`src/rtl/usb_rx_pkg.sv`:
```
// Shared types and constants for the USB packet receive checker.
// Assumes full-speed style line levels already sampled once per bit cell.
package usb_rx_pkg;

    // Line state as {dp, dm}
    typedef enum logic [1:0] {
        LS_SE0 = 2'b00,
        LS_K   = 2'b01,
        LS_J   = 2'b10,
        LS_SE1 = 2'b11
    } line_t;

    typedef enum logic [1:0] {
        CK_NONE  = 2'd0,
        CK_CRC5  = 2'd1,
        CK_CRC16 = 2'd2
    } chk_t;

    typedef enum logic [1:0] {
        ST_HUNT = 2'd0,
        ST_RECV = 2'd1,
        ST_EOP1 = 2'd2,
        ST_EOP2 = 2'd3
    } rx_state_t;

    localparam int          SYNC_W   = 8;
    localparam logic [7:0]  SYNC_PAT = 8'h80;   // seven 0s then a 1, oldest bit in bit 0

    localparam int          CRC5_W   = 5;
    localparam logic [4:0]  CRC5_P   = 5'h05;
    localparam logic [4:0]  CRC5_RES = 5'h0C;
    localparam int          CRC16_W  = 16;
    localparam logic [15:0] CRC16_P  = 16'h8005;
    localparam logic [15:0] CRC16_RES = 16'h800D;

endpackage

```
`src/rtl/usb_rx_line_dec.sv`:
```
// Line decoder: classifies the sampled line, undoes NRZI and tracks the
// run of decoded ones for stuffed-bit removal.
// Assumes one bit cell per cycle with bit_en high; in_pkt is high while
// the owner is inside a packet (after SYNC).
module usb_rx_line_dec
    import usb_rx_pkg::*;
#(
    parameter int STUFF_RUN = 6
) (
    input  logic  clk,
    input  logic  rst_n,
    input  logic  bit_en,
    input  logic  dp,
    input  logic  dm,
    input  logic  in_pkt,
    output line_t sym,
    output logic  nrzi_bit,
    output logic  bit_take,
    output logic  stuff_viol
);
    localparam int CW = $clog2(STUFF_RUN + 1);

    logic          prev_j;   // last J/K level, 1 = J
    logic [CW-1:0] ones;
    logic          is_data;
    logic          at_run;

    // Classify the symbol and derive the decoded bit and stuffing decisions
    always_comb begin
        sym        = line_t'({dp, dm});
        is_data    = (sym == LS_J) || (sym == LS_K);
        nrzi_bit   = ((sym == LS_J) == prev_j);
        at_run     = (ones == CW'(STUFF_RUN));
        bit_take   = bit_en && is_data && !(in_pkt && at_run);
        stuff_viol = bit_en && is_data && in_pkt && at_run && nrzi_bit;
    end

    // Track previous level and the running count of decoded ones
    always_ff @(posedge clk) begin
        if (!rst_n) begin
            prev_j <= 1'b1;
            ones   <= '0;
        end else if (bit_en) begin
            if (is_data) begin
                prev_j <= (sym == LS_J);
                if (in_pkt && at_run)
                    ones <= '0;
                else if (nrzi_bit)
                    ones <= at_run ? ones : ones + 1'b1;
                else
                    ones <= '0;
            end else begin
                ones <= '0;
            end
        end
    end

endmodule

```
`config.mk`:
```
export PLATFORM = sky130hd
export DESIGN_NAME = usb_rx_line_dec
export DESIGN_NICKNAME = d
export VERILOG_FILES = /design/src/rtl/usb_rx_pkg.sv /design/src/rtl/usb_rx_line_dec.sv
export SDC_FILE = /design/constraint.sdc
export NUM_CORES = 1
export LEC_CHECK = 0
export BUFFER_PORTS_ARGS = -buffer_cell sky130_fd_sc_hd__buf_2
export CORE_AREA = 2 2 39 41
export CTS_CLUSTER_SIZE = 30
export DETAILED_ROUTE_END_ITERATION = 10
export DIE_AREA = 0 0 41 43
export GPL_TIMING_DRIVEN = 0
export MAX_ROUTING_LAYER = met4
export PLACE_DENSITY_LB_ADDON = 0.12
export SYNTH_ARGS = -nofsm -noshare
export SYNTH_HDL_FRONTEND = slang
export SYNTH_SLANG_ARGS = --single-unit
```
`constraint.sdc`:
```
create_clock -name clk -period 1.3 [get_ports clk]
set_input_delay 0.065 -clock clk [delete_from_list [all_inputs] [get_ports clk]]
set_output_delay 0.065 -clock clk [all_outputs]
set_load 0.01 [all_outputs]
```
==> flow_metrics.env, run 1 <==
export IMPL_synth_area_top_cells="dfxtp_1 28%, ha_1 13%, nand2_1 7.8%, o32ai_2 5.7%, buf_4 5.2%"
export IMPL_viasPerCell=4.303
export IMPL_die_y_um=43
export IMPL_p_per_area_nw_per_um2=851.3
export IMPL_critPathCaptureType="flop"
export IMPL_layout_min_cycle_time_ns=1.265
export IMPL_nets=61
export IMPL_finalHoldViolCount=0
export IMPL_rsz0062_at_grt="true"
export IMPL_drt_iter0_markers=1
export IMPL_cts_root_buffer="clkbuf_4"
export IMPL_avgSynthCellArea_um2=8.464
export IMPL_chipWidth_um=41
export IMPL_start_util_pct=20.80
export IMPL_holdWs_ns=0.04891
export IMPL_outcome="finished clean"
export IMPL_seq_power_share_pct=35.5
export IMPL_drv_slew=0
export IMPL_gp_congestion=0.6958
export IMPL_tightest_slew_ns=0.2089
export IMPL_path_max_fanout=2
export IMPL_cts_made_buffers=3
export IMPL_dp_cells=60
export IMPL_p_int_uw=270.8
export IMPL_syn_nets=43
export IMPL_antenna_cells=0
export IMPL_synthSimpleGateAreaFrac_pct=21.74
export IMPL_synth_area_leader_cell="dfxtp_1"
export IMPL_synthMuxAreaShare_pct=3.478
export IMPL_synth_cells=34
export IMPL_fin_crit_sh_pct=97.31
export IMPL_synth_top_area_share_pct=27.83
export IMPL_die_area_um2=1763
export IMPL_synth_compound_area_share_pct=20.43
export IMPL_clkLatencyLatePin_ns=0.24
export IMPL_synthXorXnorAreaFrac_pct=3.043
export IMPL_grt_max_degree=7
export IMPL_clockBufferDepth=2
export IMPL_clock_skew_ns=0.001835
export IMPL_finalSetupViolations=0
export IMPL_grt_pass1_wl_um=1076
export IMPL_post_dp_hpwl_um=502.6
export IMPL_numClockSinks=4
export IMPL_fmax_ghz=0.7905
export IMPL_synth_distinct_cells=18
export IMPL_worstHoldPathType="in2reg"
export IMPL_postCtsHoldBufs=0
export IMPL_ios=11
export IMPL_crit_required_ns=1.44
export IMPL_drive_above_1_share_pct=52.00
export IMPL_netSwitchingPower_uw=98.79
export IMPL_worstSetupPathType="reg2reg"
export IMPL_critPathLaunchType="flop"
export IMPL_ys_warn_count=0
export IMPL_ys_seq_area_share_pct=27.83
export IMPL_cts_tree="yes"
export IMPL_grtUsageTotal_pct=9.362
export IMPL_syn_to_final_growth_pct=50.87
export IMPL_synth_top_family_by_area="simple AND/OR/NAND/NOR gates"
export IMPL_antenna_found_initial=0
export IMPL_dr_pass1_iters=4
export IMPL_wire_per_inst_um=10.17
export IMPL_drc=0
export IMPL_drt_total_wl_um=671
export IMPL_ys_ff_latch=4
export IMPL_slew_headroom_pct=86.03
export IMPL_via_count=284
export IMPL_core_area_um2=1384
export IMPL_htreeDepth=1
export IMPL_postRouteAntennaNets=0
export IMPL_p_leak_uw=0.0002041
export IMPL_grt_remaining_overflow=0
export IMPL_rows=14
export IMPL_synth_adder_area_share_pct=13.04
export IMPL_p_total_uw=369.6
export IMPL_swShare_pct=26.73
export IMPL_maxCapViolations=0
export IMPL_final_cells=66
export IMPL_clkTransAtPathRegs_ns=0.04
export IMPL_numPortBuffers=10
export IMPL_peakVddDrop_uv=367.0
export IMPL_p_comb_share_pct=21.5
export IMPL_arrival_ns=1.41
export IMPL_clock_power_share_pct=42.9
export IMPL_netlist_area_um2=287.8
export IMPL_grt_pass1_vias=274
-- worst max-delay path, stage by stage, from the launching register on --
cell	delay (ns)
dfxtp_2	0.32
inv_2	0.05
ha_4	0.16
nand2_2	0.06
or3b_4	0.38
o32ai_2	0.20
-- synthesized netlist by cell type (all sizes together) --
cell	count
ha	3
nand2b	2
or3b	1
mux2i	1
a31oi	1
inv	4
nand2	6
nor2	1
buf	2
o32ai	2
a21oi	2
and3b	1
xor2	1
o22ai	1
nand4	1
dfxtp	4
o41a	1
-- power groups by stage --
stage | sequential (uW) | clock, uW | combinational [uW]
floorplan | 132 | 0 | 44.1
global placement | 132 | 0 | 70.6
detailed placement | 133 | 0 | 71.7
CTS | 131 | 170 | 76.3
global route | 132 | 177 | 90.6
finish | 131 | 159 | 79.6
-- area by class of cell --
class | instances | area, um2
inverter | 4 | 15.01
clock buffer | 3 | 22.52
sequential | 4 | 82.58
multi-input combinational | 24 | 202.7
tap | 16 | 20.02
timing repair buffer | 13 | 76.32
buffer | 2 | 15.01
fill | 153 | 949.7
-- cell families (layout without fill, tap and decap cells) --
| family | count (synthesis) | count (layout) |
|---|---|---|
| flops | 4 | 4 |
| buf+inv | 6 | 22 |
| mux | 1 | 1 |
| compound gates | 7 | 7 |
| simple gates | 12 | 12 |
| fa+ha+maj | 3 | 3 |
| xor+xnor | 1 | 1 |
-- final timing paths --
| path | from | to | slack (ns) | cells past startpoint |
|---|---|---|---|---|
| worst max-delay path | ones[0] | ones[1] | 0.03 | 5 |
| worst max register to register | ones[0] | ones[1] | 0.03 | 5 |
| worst min register to register | ones[1] | ones[1] | 0.52 | 2 |
| worst min-delay path | rst_n | prev_j | 0.05 | 2 |
-- metal layers --
metal	vias up	track usage [%]	part of all wire (%)
met4	0	8.000	2.1
met1	119	11.90	46
met5	-	-	0
li1	152	-	-
met3	2	1.571	8.3
met2	11	12.19	44
-- per-stage QoR --
stage	TNS, ns	util [%]	worst slack, ns	cell area [um2]
floorplan	0	-	0.02056	292.8
global placement	-0.08844	26.22	-0.06078	362.8
detailed placement	-0.1322	26.22	-0.09011	362.8
CTS	-0.02334	29.93	-0.02334	414.1
global route	-0.05650	31.37	-0.02292	434.2
finish	0	31.37	0.03497	434.2
-- flip-flops by register name (all words and copies together), names as in the netlist --
| name | count |
|---|---|
| prev_j | 1 |
| ones | 3 |
-- placed cells by master (no fill, tap or decap) --
cell	synthesis	layout
clkbuf_4	0	3
o41a_1	1	1
nand4_1	1	1
ha_1	3	2
dfxtp_2	0	2
xor2_2	0	1
dfxtp_1	4	2
buf_6	0	1
inv_1	4	3
nor2_1	1	1
inv_2	0	1
o32ai_2	1	1
buf_4	2	4
nand2b_1	2	2
buf_2	0	10
and3b_1	1	1
or3b_4	0	1
a31oi_1	1	1
o22ai_1	1	1
o32ai_1	1	1
nand2_2	0	1
ha_4	0	1
nand2_1	6	5
mux2i_1	1	1
a21oi_1	2	2
-- what timing repair did --
| action | CTS | global route |
|---|---|---|
| setup endpoints to repair | 2 | 4 |
| gates resized for setup | 4 | 3 |
| pin swaps | 1 | 3 |
| setup buffers | 2 | 1 |
No activity file was read; power rests on OpenSTA's default activity.
==> run 2, diff against run 1 <==
- PLACE_DENSITY: unset -> 0.49
- PLACE_DENSITY_LB_ADDON: 0.12 -> unset
==> flow_metrics.env, run 2 (synthesis gave the netlist of run 1 again) <==
export IMPL_swShare_pct=24.50
export IMPL_die_area_um2=1763
export IMPL_reg_top3="ones (3), prev_j (1)"
export IMPL_seq_power_share_pct=36.5
export IMPL_final_setup_tns_ns=0
export IMPL_p_comb_share_pct=22.0
export IMPL_worstHoldPathType="in2reg"
export IMPL_via_count=295
export IMPL_finalHoldViolCount=0
export IMPL_start_util_pct=20.80
export IMPL_drc=0
export IMPL_grt_util_met1_pct=10.90
export IMPL_worstPathCellList="inv_2, ha_4, nand2_2, or3b_4, o32ai_2"
export IMPL_fmax_ghz=0.7928
export IMPL_clkTransAtPathRegs_ns=0.04
export IMPL_arrival_ns=1.40
export IMPL_layout_min_cycle_time_ns=1.261
export IMPL_rows=14
export IMPL_postCtsHoldBufs=0
export IMPL_p_leak_uw=0.0002069
export IMPL_final_common_cell="buf_2"
export IMPL_p_per_area_nw_per_um2=825.3
export IMPL_maxCapViolations=0
export IMPL_final_util_pct=31.37
export IMPL_gr_usage_met3_pct=1.571
export IMPL_drt_iter0_markers=0
export IMPL_layout_setup_ws_ns=0.03864
export IMPL_critical_path_top_delay_family="simple AND/OR/NAND/NOR gates"
export IMPL_cts_made_buffers=3
export IMPL_fin_crit_sh_pct=97.03
export IMPL_post_route_cell_area_um2=434.2
export IMPL_syn_to_final_growth_pct=50.87
export IMPL_finalSetupViolations=0
export IMPL_largest_reg_flops=3
export IMPL_pre_cts_slack_ns=-0.07468
export IMPL_nets=62
export IMPL_clockBufferDepth=2
export IMPL_die_y_um=43
export IMPL_clock_skew_ns=0.003172
export IMPL_crit_required_ns=1.43
export IMPL_grt_busiest_layer="met2"
export IMPL_postRouteAntennaNets=0
export IMPL_tightest_slew_ns=0.2244
export IMPL_path_max_fanout=2
export IMPL_p_int_uw=270.5
export IMPL_chipWidth_um=41
export IMPL_antenna_cells=0
export IMPL_clkLatencyLatePin_ns=0.23
export IMPL_crit_path_top_delay_cell="or3b_4"
export IMPL_gr_usage_met2_pct=11.56
export IMPL_netSwitchingPower_uw=87.78
export IMPL_grtUsageTotal_pct=8.530
export IMPL_cts_tree="yes"
export IMPL_slew_headroom_pct=84.99
export IMPL_gp_congestion=0.6443
export IMPL_wire_per_inst_um=9.030
export IMPL_peakVddDrop_uv=338.1
export IMPL_clock_power_share_pct=41.5
export IMPL_numPortBuffers=10
export IMPL_drt_total_wl_um=605
export IMPL_critPathCaptureType="flop"
export IMPL_cp_buffers_inverters=1
export IMPL_htreeDepth=1
export IMPL_grt_pass1_vias=273
export IMPL_drv_slew=0
export IMPL_dr_pass1_iters=1
export IMPL_viasPerCell=4.403
export IMPL_cts_root_buffer="clkbuf_4"
export IMPL_antenna_found_initial=0
export IMPL_dpl_cell_area_um2=362.8
export IMPL_outcome="finished clean"
export IMPL_grt_remaining_overflow=0
export IMPL_post_dp_hpwl_um=482
export IMPL_grt_max_degree=7
export IMPL_final_cell_mix="10 x buf_2, 5 x nand2_1, 5 x buf_4"
export IMPL_drive_above_1_share_pct=50.98
export IMPL_holdWs_ns=0.05466
export IMPL_ios=11
export IMPL_core_area_um2=1384
export IMPL_worstSetupPathType="reg2reg"
export IMPL_slowest_delay_ns=0.38
export IMPL_critPathLaunchType="flop"
export IMPL_largest_register="ones"
export IMPL_rsz0062_at_grt="true"
export IMPL_numClockSinks=4
export IMPL_grt_pass1_wl_um=1000
==> run 2: area by class of cell <==
| cell class | count | area [um2] |
|---|---|---|
| fill | 157 | 949.7 |
| sequential | 4 | 82.58 |
| multi-input combinational | 24 | 195.2 |
| inverter | 4 | 15.01 |
| buffer | 2 | 15.01 |
| timing repair buffer | 14 | 83.83 |
| tap | 16 | 20.02 |
| clock buffer | 3 | 22.52 |
==> run 2: stage by stage <==
stage	cells	total power [uW]
finish	67	358.3
global placement	60	202.7
floorplan	34	176.0
global route	67	380.2
detailed placement	60	203.5
CTS	66	367.3
==> run 2: power by group through the flow <==
stage               clock network [uW]  registers, uW  logic [uW]
floorplan                            0            132        44.1
global placement                     0            132        70.4
detailed placement                   0            132        71.1
CTS                                159            131        77.6
global route                       161            131        87.7
finish                             149            131        78.7
==> run 2: final timing paths <==
check	slack, ns	depth (start not counted)	startpoint	to
worst max-delay path	0.04	5	ones[0]	ones[1]
worst min-delay path	0.05	2	rst_n	prev_j
worst max register to register	0.04	5	ones[0]	ones[1]
worst min register to register	0.49	2	prev_j	prev_j
==> run 2: what timing repair did <==
item / 4_1_cts / 5_1_grt
endpoints found under the hold margin: 0 / 0
buffers inserted: 3 / 1
resized for setup: 4 / 2
pin swaps: 1 / 3
cloned: 0 / 0
endpoints found under the setup margin: 2 / 3
==> run 2: layer usage <==
metal	vias up	share of wire (%)
li1	157	-
met1	133	45
met2	5	50
met3	0	5.1
met4	0	0
met5	-	0
